--- config.mk ---
export PLATFORM = sky130hd
export DESIGN_NAME = tz_top
export DESIGN_NICKNAME = d
export VERILOG_FILES = /design/src/rtl/tz_pkg.sv /design/src/rtl/tz_classify.sv /design/src/rtl/tz_addsub.sv /design/src/rtl/tz_muldiv.sv /design/src/rtl/tz_top.sv
export SDC_FILE = /design/constraint.sdc
export NUM_CORES = 1
export LEC_CHECK = 0
export ABC_AREA = 1
export BUFFER_PORTS_ARGS = -buffer_cell sky130_fd_sc_hd__buf_2
export CORE_ASPECT_RATIO = 2
export CORE_MARGIN = 2
export CORE_UTILIZATION = 55
export CTS_BUF_LIST = sky130_fd_sc_hd__clkbuf_4 sky130_fd_sc_hd__clkbuf_8
export CTS_CLUSTER_DIAMETER = 60
export DETAILED_ROUTE_END_ITERATION = 12
export GPL_TIMING_DRIVEN = 0
export PLACE_DENSITY = 0.82
export SYNTH_ARGS = -nofsm -noshare
export SYNTH_HDL_FRONTEND = slang
export SYNTH_SLANG_ARGS = --single-unit
--- constraint.sdc ---
create_clock -name clk -period 5.1 [get_ports clk]
set_clock_uncertainty 0.1 [all_clocks]
set_input_delay 0.255 -clock clk [delete_from_list [all_inputs] [get_ports clk]]
set_output_delay 0.255 -clock clk [all_outputs]
set_load 0.005 [all_outputs]
--- src/rtl/tz_pkg.sv ---
package tz_pkg;
    localparam int EXP_W = 8;
    localparam int MAN_W = 23;
    localparam int FP_W  = EXP_W + MAN_W + 1;
    localparam int WID_W = $clog2(MAN_W + 1);

    typedef enum logic [1:0] {
        OP_ADD = 2'd0,
        OP_SUB = 2'd1,
        OP_MUL = 2'd2,
        OP_DIV = 2'd3
    } tz_op_e;

    typedef struct packed {
        logic            valid;
        logic            hit;
        logic [FP_W-1:0] res;
    } tz_state_t;
endpackage

--- src/rtl/tz_classify.sv ---
module tz_classify #(
    parameter int EXP_W = tz_pkg::EXP_W,
    parameter int MAN_W = tz_pkg::MAN_W,
    localparam int FP_W = EXP_W + MAN_W + 1
) (
    input  logic [FP_W-1:0]  val_i,
    output logic             sign_o,
    output logic [EXP_W-1:0] exp_o,
    output logic [MAN_W-1:0] man_o,
    output logic             is_zero_o,
    output logic             is_special_o
);
    always_comb begin
        sign_o       = val_i[FP_W-1];
        exp_o        = val_i[FP_W-2 -: EXP_W];
        man_o        = val_i[MAN_W-1:0];
        is_zero_o    = (exp_o == '0) && (man_o == '0);
        // all-ones exponent (NaN/inf) or subnormal encoding
        is_special_o = (exp_o == '1) || ((exp_o == '0) && (man_o != '0));
    end
endmodule

--- src/rtl/tz_addsub.sv ---
module tz_addsub #(
    parameter int EXP_W = tz_pkg::EXP_W,
    parameter int MAN_W = tz_pkg::MAN_W,
    parameter int WID_W = tz_pkg::WID_W,
    localparam int FP_W = EXP_W + MAN_W + 1
) (
    input  logic             is_sub_i,
    input  logic [FP_W-1:0]  a_i,
    input  logic [FP_W-1:0]  b_i,
    input  logic [EXP_W-1:0] ea_i,
    input  logic [EXP_W-1:0] eb_i,
    input  logic             za_i,
    input  logic             zb_i,
    input  logic [WID_W-1:0] width_i,
    output logic             hit_o,
    output logic [FP_W-1:0]  res_o
);
    logic             a_big;
    logic [EXP_W-1:0] gap;
    logic [EXP_W:0]   limit;
    logic [FP_W-1:0]  b_signed;

    always_comb begin
        a_big    = (ea_i >= eb_i);
        gap      = a_big ? (ea_i - eb_i) : (eb_i - ea_i);
        limit    = (EXP_W+1)'(width_i) + (EXP_W+1)'(1);
        b_signed = {b_i[FP_W-1] ^ is_sub_i, b_i[FP_W-2:0]};
        hit_o    = 1'b0;
        res_o    = '0;
        if (zb_i) begin
            hit_o = 1'b1;
            res_o = a_i;
        end else if (za_i) begin
            hit_o = 1'b1;
            res_o = b_signed;
        end else if ({1'b0, gap} > limit) begin
            hit_o = 1'b1;
            res_o = a_big ? a_i : b_signed;
        end
    end
endmodule

--- src/rtl/tz_muldiv.sv ---
module tz_muldiv #(
    parameter int EXP_W = tz_pkg::EXP_W,
    parameter int MAN_W = tz_pkg::MAN_W,
    localparam int FP_W = EXP_W + MAN_W + 1,
    localparam int EW   = EXP_W + 2,
    localparam int BIAS = (1 << (EXP_W - 1)) - 1
) (
    input  logic             is_div_i,
    input  logic             sa_i,
    input  logic             sb_i,
    input  logic [EXP_W-1:0] ea_i,
    input  logic [EXP_W-1:0] eb_i,
    input  logic [MAN_W-1:0] ma_i,
    input  logic [MAN_W-1:0] mb_i,
    input  logic             za_i,
    input  logic             zb_i,
    input  logic [MAN_W-1:0] keep_mask_i,
    output logic             hit_o,
    output logic [FP_W-1:0]  res_o
);
    logic                 sign;
    logic signed [EW-1:0] exp_sum;
    logic                 exp_ok;
    logic                 pass;
    logic [MAN_W-1:0]     man_sel;

    always_comb begin
        sign    = sa_i ^ sb_i;
        if (is_div_i)
            exp_sum = signed'(EW'(ea_i)) - signed'(EW'(eb_i)) + signed'(EW'(BIAS));
        else
            exp_sum = signed'(EW'(ea_i)) + signed'(EW'(eb_i)) - signed'(EW'(BIAS));
        exp_ok  = (exp_sum >= signed'(EW'(1))) && (exp_sum <= signed'(EW'((1 << EXP_W) - 2)));
        pass    = 1'b0;
        man_sel = '0;
        hit_o   = 1'b0;
        res_o   = '0;
        if (is_div_i) begin
            if (zb_i) begin
                hit_o = 1'b0;
            end else if (za_i) begin
                hit_o = 1'b1;
                res_o = {sign, {(FP_W-1){1'b0}}};
            end else if (mb_i == '0) begin
                pass    = 1'b1;
                man_sel = ma_i;
            end
        end else begin
            if (za_i || zb_i) begin
                hit_o = 1'b1;
                res_o = {sign, {(FP_W-1){1'b0}}};
            end else if ((ma_i & keep_mask_i) == '0) begin
                pass    = 1'b1;
                man_sel = mb_i;
            end else if ((mb_i & keep_mask_i) == '0) begin
                pass    = 1'b1;
                man_sel = ma_i;
            end
        end
        if (pass && exp_ok) begin
            hit_o = 1'b1;
            res_o = {sign, exp_sum[EXP_W-1:0], man_sel};
        end
    end
endmodule

--- src/rtl/tz_top.sv ---
module tz_top
    import tz_pkg::*;
#(
    parameter int P_EXP_W = tz_pkg::EXP_W,
    parameter int P_MAN_W = tz_pkg::MAN_W,
    localparam int P_FP_W = P_EXP_W + P_MAN_W + 1,
    localparam int P_WID_W = $clog2(P_MAN_W + 1)
) (
    input  logic               clk,
    input  logic               rst_n,
    input  logic               in_valid,
    input  logic [1:0]         in_op,
    input  logic [P_FP_W-1:0]  in_a,
    input  logic [P_FP_W-1:0]  in_b,
    input  logic [P_WID_W-1:0] in_width,
    output logic               out_valid,
    output logic               out_hit,
    output logic [P_FP_W-1:0]  out_result
);
    logic [1:0]               sgn;
    logic [1:0][P_EXP_W-1:0]  expo;
    logic [1:0][P_MAN_W-1:0]  man;
    logic [1:0]               zro;
    logic [1:0]               spc;
    logic [1:0][P_FP_W-1:0]   opnd;

    assign opnd[0] = in_a;
    assign opnd[1] = in_b;

    for (genvar i = 0; i < 2; i++) begin : g_cls
        tz_classify #(.EXP_W(P_EXP_W), .MAN_W(P_MAN_W)) u_cls (
            .val_i        (opnd[i]),
            .sign_o       (sgn[i]),
            .exp_o        (expo[i]),
            .man_o        (man[i]),
            .is_zero_o    (zro[i]),
            .is_special_o (spc[i])
        );
    end

    logic [P_WID_W-1:0] width_eff;
    always_comb begin
        if (in_width == '0)
            width_eff = P_WID_W'(1);
        else if (in_width > P_WID_W'(P_MAN_W))
            width_eff = P_WID_W'(P_MAN_W);
        else
            width_eff = in_width;
    end

    // fraction bit k is inside the kept field when k >= MAN_W - w
    logic [P_MAN_W-1:0] keep_mask;
    for (genvar k = 0; k < P_MAN_W; k++) begin : g_mask
        localparam logic [P_WID_W-1:0] NEED = P_WID_W'(P_MAN_W - k);
        assign keep_mask[k] = (width_eff >= NEED);
    end

    tz_op_e op;
    assign op = tz_op_e'(in_op);

    logic              as_hit, md_hit;
    logic [P_FP_W-1:0] as_res, md_res;

    tz_addsub #(.EXP_W(P_EXP_W), .MAN_W(P_MAN_W), .WID_W(P_WID_W)) u_as (
        .is_sub_i (op == OP_SUB),
        .a_i      (in_a),
        .b_i      (in_b),
        .ea_i     (expo[0]),
        .eb_i     (expo[1]),
        .za_i     (zro[0]),
        .zb_i     (zro[1]),
        .width_i  (width_eff),
        .hit_o    (as_hit),
        .res_o    (as_res)
    );

    tz_muldiv #(.EXP_W(P_EXP_W), .MAN_W(P_MAN_W)) u_md (
        .is_div_i    (op == OP_DIV),
        .sa_i        (sgn[0]),
        .sb_i        (sgn[1]),
        .ea_i        (expo[0]),
        .eb_i        (expo[1]),
        .ma_i        (man[0]),
        .mb_i        (man[1]),
        .za_i        (zro[0]),
        .zb_i        (zro[1]),
        .keep_mask_i (keep_mask),
        .hit_o       (md_hit),
        .res_o       (md_res)
    );

    tz_state_t st_d, st_q;

    always_comb begin
        st_d = '0;
        if (in_valid) begin
            st_d.valid = 1'b1;
            if (spc == 2'b00) begin
                if (op == OP_ADD || op == OP_SUB) begin
                    st_d.hit = as_hit;
                    st_d.res = as_res;
                end else begin
                    st_d.hit = md_hit;
                    st_d.res = md_res;
                end
            end
            if (!st_d.hit)
                st_d.res = '0;
        end
    end

    always_ff @(posedge clk) begin
        if (!rst_n)
            st_q <= '0;
        else
            st_q <= st_d;
    end

    assign out_valid  = st_q.valid;
    assign out_hit    = st_q.hit;
    assign out_result = st_q.res;
endmodule

==> metrics.md, run 1 <==
| Metric | Value |
|---|---|
| Crit-path cells | buf_2, inv_1, ha_1, buf_2, inv_2, nor3_1, nand4_1, nand3_1, inv_1, nand3_1, o21ai_0, ha_1, a21oi_1, o221ai_1, a21o_1, nand2_1, nand2_1, nor2_1, nand3_1, inv_1, clkbuf_1, nor2_1, nand3_2, nor2_2 |
| Fin worst setup slack | around 0.83 ns |
| Critical Path Stages | 24 |
| Critical Path End Type | flop |
| Drc violations | 0 |
| Resized cells post-CTS | 0 |
| Post-synth EDFFs | 0 |
| Vias/cell | between 5 and 6 |
| TritonRoute pass-1 iters | 6 |
| Fin. max-slew vios | 0 |
| Util after Layout | 63.2% |
| Most frequent cell after synthesis | nand2_1 |
| CORE AREA | approximately 11000 µm² |
| Area grow syn2layout | 13.4% |
| Post-synth top cells | 342 x nand2_1, 202 x nor2_1, 116 x inv_1 |
| Sequential element share of the synthesized area | a little under an eighth |
| Worst hold slack | approximately 0.15 ns |
| Crit path kind | in2reg |
| Violation count after the first detailed-routing iteration | a little over 700 |
| Initial core utilization | between 50 and 60% |
| Layout cells sized above 1 | about 16% |
| Final period util | 83.8% |
| Cell variety after synth | 42 |
| CTS tree | done |
| Clk slew on worst S/H paths | about 0.070 ns |
| Tmin final | approximately 4.3 ns |
| Worst setup path endpoint | out_result[12]$_SDFF_PN0_ |
| Pwr per Cell Area | ~180 nW/µm² |
| Buffer depth of the longest clock path | 2 |
| RD Place Congestion | ~1.0 |
| Initial antenna violation count | 0 |
| Number of synthesized register bits | 34 |
| DRT antenna net count | 0 |
| IO Count | around 110 |
| Cell class contributing the biggest share of worst-path delay | simple AND/OR/NAND/NOR gates |
| Syn nets | about 1200 |
| Max transition margin | 44.2% |
| Hold/Removal Path Class | in2reg |
| Hold-fix buffers, CTS | 0 |
| Post-CTS setup buffer count | 0 |
| Hold Fails Final Rpt | 0 |
| Inst Count DP | between 1000 and 1500 |
| # diodes | 0 |
| Synth area leaders | nand2_1 21%, nor2_1 13%, dfxtp_1 11%, nand3_1 8.1%, ha_1 7.5% |
| Number of nets in the layout | about 1400 |
| All-Layer GR Usage | between 40 and 50% |
| Clock sink total | 34 |
| DP Worst Slack | 0.644 ns |
| Leakage Power | between 3 and 4 nW |
| Mapped Cells | roughly 1100 |
| Crit path arrival time | approximately 4.4 ns |
| Root buffer cell | clkbuf_8 |
| First-pass GRT wire length | 38.8 mm |
| Avg Cell Area, Syn | ~5.3 µm² |
| Port Buffers | about 110 |
| Max Cap Viol | 0 |
| Total gr overflow | 0 |
| Yosys top cell area share | roughly a fifth |
| Slowest stage cell, crit path | clkbuf_1 |
| Status | finished clean |
| Multi-input gate area | between 4000 and 5000 µm² |
| Wirelength per Cell | around 18 µm |
| Die width | approximately 78 µm |
| TritonCTS Buffers | 5 |
| Fill cell count | 1173 |
| Worst-path fanout max | 10 |
| Die Height | about 150 µm |
| FMAX | 0.234 GHz |
| Vias | between 8000 and 9000 |
| Largest net degree at the start of global routing | 12 |
| Buffers plus inverters on the worst setup path | 7 |
| DPL Wire Length | 20.7 mm |
| Post-synth ARST share | 0% |
| Synth area leader | nand2_1 |
| # rows | 54 |
| RSZ-0062 raised after global routing | no |
| Crit path launch | in_a[29] |
| H-tree levels | 2 |
| Worst-Margin Slew | approximately 0.83 ns |
| Vias in the first global route | ~7800 |
| CP max stage delay | approximately 0.45 ns |
| FF/Latch Area | ~680 µm² |
| Die area | between 10000 and 15000 µm² |
| Worst Path Required | approximately 5.2 ns |
| Final setup fails | 0 |
| Final TNS setup | 0 ns |
| Synth warnings | 0 |
| Max rail drop VDD | 0.240 mV |
| Final WL | around 25 mm |
| Startpoint class of the critical path | primary input |
| Final non-filler cell total | 1389 |
| Post-synth design cell area | between 6000 and 7000 µm² |
| Top FF cell, synth | dfxtp_1 |
[worst min-delay path: cells and delay by family]
family,cells,cell delay [ns]
and+or+nand+nor,1,0.04
buffers and inverters,2,0.17
[worst min path at each step]
stage	start	to	depth (start not counted)	slack, ns
after floorplan	in_valid	out_valid$_SDFF_PN0_	2	0.27
after global placement	in_valid	out_valid$_SDFF_PN0_	3	0.43
after detailed placement	in_valid	out_valid$_SDFF_PN0_	3	0.43
after CTS	in_valid	out_valid$_SDFF_PN0_	3	0.14
after global routing	in_valid	out_valid$_SDFF_PN0_	3	0.16
final	in_valid	out_valid$_SDFF_PN0_	3	0.15
[layer usage]
layer	vias to the layer above	track usage, %	share of wire, %
li1	3863	-	-
met1	3554	36.9	30
met2	521	76.7	51
met3	199	7.90	7.2
met4	0	40.1	12
met5	-	0	0
[registers in the layout, summed over array words and instances, names as in the netlist]
register	flops
out_result	32
out_hit	1
out_valid	1
[metrics by stage]
step	power, mW	cell area, µm²
4_1_cts	1.20	6830
3_3_place_gp	0.981	6740
6_report	1.22	6830
3_5_place_dp	0.988	6740
5_1_grt	1.31	6830
2_1_floorplan	0.759	6030
[cells by family after synthesis]
group | synth area share [%]
DFF | 11.3
other | 0.0622
xor gates and xnor gates | 1.02
and+or+nand+nor | 57.6
AOI/OAI and AO/OA | 9.63
muxes | 0.166
adders and majority gates | 8.47
buffers and inverters | 11.8
[cell type report]
cell class | count | share of cell area, %
inverters | 124 | 6.81
plain buffers | 48 | 3.59
flip-flops and latches | 34 | 9.96
repair buffers | 107 | 7.84
clock buffers | 6 | 1.21
well taps | 140 | 2.56
clock inverters | 2 | 0.183
multi-input cells | 928 | 67.8
[placed cells by master (no fill, tap or decap), types with 2 or more instances in the layout]
| cell type | n |
|---|---|
| a21oi_1 | 49 |
| a31oi_1 | 2 |
| buf_1 | 4 |
| buf_12 | 2 |
| buf_2 | 112 |
| buf_4 | 7 |
| clkbuf_1 | 30 |
| clkbuf_8 | 6 |
| dfxtp_1 | 34 |
| fa_1 | 3 |
| ha_1 | 36 |
| inv_1 | 116 |
| inv_2 | 8 |
| nand2_1 | 342 |
| nand2_2 | 6 |
| nand3_1 | 97 |
| nand3_2 | 22 |
| nand3b_1 | 7 |
| nand4_1 | 50 |
| nor2_1 | 202 |
| nor2_2 | 22 |
| nor2_4 | 3 |
| nor3_1 | 7 |
| nor4_1 | 2 |
| o21a_1 | 3 |
| o21ai_0 | 49 |
| o21ai_1 | 3 |
| or2_2 | 3 |
| xor2_1 | 6 |
[where the power goes]
group          switching [mW]  internal [mW]  leakage [nW]
Clock                   0.103          0.109        0.0472
Sequential            0.00254          0.277         0.276
Combinational           0.506          0.225          3.55
Total                   0.612          0.610          3.87
Note: power is estimated with default switching activity, not from simulation.
==> run 2, diff against run 1 <==
--- a/config.mk
+++ b/config.mk
@@ -9,12 +9,12 @@
 export BUFFER_PORTS_ARGS = -buffer_cell sky130_fd_sc_hd__buf_2
 export CORE_ASPECT_RATIO = 2
 export CORE_MARGIN = 2
-export CORE_UTILIZATION = 55
+export CORE_UTILIZATION = 54
 export CTS_BUF_LIST = sky130_fd_sc_hd__clkbuf_4 sky130_fd_sc_hd__clkbuf_8
 export CTS_CLUSTER_DIAMETER = 60
 export DETAILED_ROUTE_END_ITERATION = 12
 export GPL_TIMING_DRIVEN = 0
-export PLACE_DENSITY = 0.82
+export PLACE_DENSITY = 0.84
 export SYNTH_ARGS = -nofsm -noshare
 export SYNTH_HDL_FRONTEND = slang
 export SYNTH_SLANG_ARGS = --single-unit
==> constraint.sdc (replaced) <==
create_clock -name clk -period 3.9 [get_ports clk]
set_clock_uncertainty 0.1 [all_clocks]
set_input_delay 0.195 -clock clk [delete_from_list [all_inputs] [get_ports clk]]
set_output_delay 0.195 -clock clk [all_outputs]
set_load 0.005 [all_outputs]
==> run 2 against run 1 <==
Net effect:
- sequential power up 31%
- critical path depth down 2
- global-route usage up 0.18 points
- die area up 1.8%
- core utilization about the same
- hold slack worse by 0.036 ns
- non-clock buffer count up 2
- design area up 0.55%
- first-iteration DRC count down 1.7%
==> metrics.md, run 2 (synthesized netlist as in run 1, its figures left out) <==
| Metric | Value |
|---|---|
| Status | finished clean (unchanged) |
| Crit path arrival time | 3.60 ns (was 4.35 ns) |
| Tmin final | between 3 and 4 ns |
| CORE AREA | 10900 µm² (was 10800 µm²) |
| Slowest stage cell, crit path | ha_1 (was clkbuf_1) |
| Final Cell Area | 6870 µm² (was 6830 µm²) |
| All-Layer GR Usage | 42.3% (was 42.2%) |
| Fin worst setup slack | 0.369 ns (was 0.826 ns) |
| Drc violations | 0 (unchanged) |
| First-pass GRT wire length | 39.5 mm (was 38.8 mm) |
| DR WL met3 | 1.95 mm (was 1.81 mm) |
| M1 WL | 7.47 mm (was 7.58 mm) |
| Pwr per Cell Area | 229 nW/µm² (was 179 nW/µm²) |
| Die Height | 153 µm (was 152 µm) |
| DRT antenna net count | 0 (unchanged) |
| Violation count after the first detailed-routing iteration | 698 (was 710) |
| FMAX | around 0.28 GHz |
| Area grow syn2layout | 14.0% (was 13.4%) |
| Crit-path cells | buf_2, buf_4, nor2_4, nand3_1, nand2_1, ha_1, nand2_1, nor2_1, ha_1, ha_1, a21oi_1, o221ai_1, a21o_1, nand2_1, nand2_1, nor2_4, nand3_1, inv_1, clkbuf_2, nor2_1, nand3_2, nor2_2 (was buf_2, inv_1, ha_1, buf_2, inv_2, nor3_1, nand4_1, nand3_1, inv_1, nand3_1, o21ai_0, ha_1, a21oi_1, o221ai_1, a21o_1, nand2_1, nand2_1, nor2_1, nand3_1, inv_1, clkbuf_1, nor2_1, nand3_2, nor2_2) |
| Final setup fails | 0 (unchanged) |
| Die width | 78.7 µm (was 78.0 µm) |
| Hold-fix buffers, CTS | 0 (unchanged) |
| Crit path kind | in2reg (unchanged) |
| Final period util | slightly above 90% |
| Worst-Margin Slew | 1.20 ns (was 0.828 ns) |
| Comb pwr share | 61.2% (was 59.9%) |
| Most frequent cells in the layout | 342 x nand2_1, 201 x nor2_1, 115 x inv_1, 109 x buf_2, 96 x nand3_1 (was 342 x nand2_1, 202 x nor2_1, 116 x inv_1, 112 x buf_2, 97 x nand3_1) |
| DPL Wire Length | 19.5 mm (was 20.7 mm) |
| Worst Path Required | 3.97 ns (was 5.18 ns) |
| DP Worst Slack | -0.350 ns (was 0.644 ns) |
| Fin. max-slew vios | 0 (unchanged) |
| Layout cells sized above 1 | 16.5% (was 15.8%) |
| Startpoint class of the critical path | primary input (unchanged) |
| Vias in the first global route | 8005 (was 7776) |
| Crit path launch | in_width[3] (was in_a[29]) |
| Clock power frac | 15.5% (was 17.3%) |
| Max transition margin | 20.2% (was 44.2%) |
| DR WL met2 | 11.9 mm (was 12.9 mm) |
| Buffers plus inverters on the worst setup path | 4 (was 7) |
| Root buffer cell | clkbuf_8 (unchanged) |
| Cell class contributing the biggest share of worst-path delay | simple AND/OR/NAND/NOR gates (unchanged) |
| H-tree levels | 2 (unchanged) |
| Worst-path fanout max | 10 (unchanged) |
| Largest net degree at the start of global routing | 11 (was 12) |
| TritonCTS Buffers | 5 (unchanged) |
| RSZ-0062 raised after global routing | no (unchanged) |
| Max Cap Viol | 0 (unchanged) |
| Initial core utilization | 55.4% (was 55.8%) |
| IO Count | 108 (unchanged) |
| Max reg flops | 32 (unchanged) |
| Critical Path End Type | flop (unchanged) |
| Max rail drop VDD | 0.187 mV (was 0.240 mV) |
| HP Start | in_valid (unchanged) |
| Total gr overflow | 0 (unchanged) |
| Final WL | 24.2 mm (was 25.2 mm) |
| Port Buffers | 107 (unchanged) |
| CP max stage delay | 0.34 ns (was 0.45 ns) |
| P_int | 784 µW (was 610 µW) |
| Net Sw Frac | 50.1% (about the same) |
| # rows | 54 (unchanged) |
| Hold Fails Final Rpt | 0 (unchanged) |
| Clock sink total | 34 (unchanged) |
| TritonRoute pass-1 iters | 6 (unchanged) |
| Vias | 7988 (was 8137) |
| # diodes | 0 (unchanged) |
| Leakage Power | 3.90 nW (was 3.87 nW) |
| RD Place Congestion | 1.03 (was 1.02) |
| Switch Pwr | 787 µW (was 612 µW) |
| Most frequent CP cell | nand2_1 |
| Die area | 12100 µm² (was 11900 µm²) |
| Power share of the sequential group | 23.3% (was 22.9%) |
| DR top layer | met4 (unchanged) |
| Most common cell after layout, fill and taps aside | nand2_1 (unchanged) |
| Hold/Removal Path Class | in2reg (unchanged) |
| Vias/cell | 5.75 (was 5.86) |
| Wirelength per Cell | 17.4 µm (was 18.2 µm) |
| Buffer depth of the longest clock path | 2 (unchanged) |
| Clk slew on worst S/H paths | 0.06 ns (was 0.07 ns) |
| CTS tree | done (unchanged) |
| Dpl cell area | 6740 µm² (unchanged) |
| Initial antenna violation count | 0 (unchanged) |
| Number of nets in the layout | 1363 (was 1361) |
## run 2: cell types whose count changed in the layout (fill, tap and decap cells not counted), moves of 2 or more
| cell | delta |
|---|---|
| nor3_2 | +2 |
| clkbuf_4 | +3 |
| buf_4 | +3 |
| buf_2 | -3 |
| clkbuf_1 | -3 |
| nor3_1 | -2 |
| clkbuf_2 | +2 |
## run 2: path summary, 6_finish.rpt
check	to	depth (start not counted)	slack (ns)
setup / recovery	out_result[5]$_SDFF_PN0_	22	0.37
hold / removal	out_valid$_SDFF_PN0_	3	0.11
## run 2: repair_timing
action | 4_1_cts | 5_1_grt
pin swaps | 0 | 1
endpoints found under the setup margin | 14 | 33
buffers inserted | 0 | 2
gates resized for setup | 2 | 15
## run 2: metrics by stage
step	cells	setup TNS (ns)	total power, mW	utilization, %	hold slack, ns
2_1_floorplan	1134	0	0.992	-	0.207
3_3_place_gp	1381	-6.94	1.27	61.9	0.382
3_5_place_dp	1381	-8.30	1.28	61.9	0.390
4_1_cts	1388	0	1.52	62.7	0.0991
5_1_grt	1390	0	1.71	63.2	0.101
6_report	1390	0	1.57	63.2	0.114
## run 2: final cells by class
cell class,instances,area (µm²)
tap,140,175
buffer,48,259
inverter,124,468
fill,1158,4010
clock inverter,2,10.0
multi-input combinational,928,4660
sequential,34,681
clock buffer,5,68.8
timing repair buffer,109,551
## run 2: routing by layer
| layer | global-route usage [%] | vias up |
|---|---|---|
| met5 | 0 | - |
| met4 | 39.2 | 0 |
| met3 | 14.5 | 196 |
| met2 | 72.2 | 448 |
| met1 | 37.7 | 3473 |
| li1 | - | 3871 |
## run 2: power groups by stage
stage                     clock network [mW]  registers [mW]  logic, mW
final                                  0.244           0.365      0.962
after global routing                   0.263           0.366       1.08
after CTS                              0.243           0.365      0.912
after detailed placement                   0           0.373      0.907
after global placement                     0           0.373      0.896
after floorplan                            0           0.376      0.616
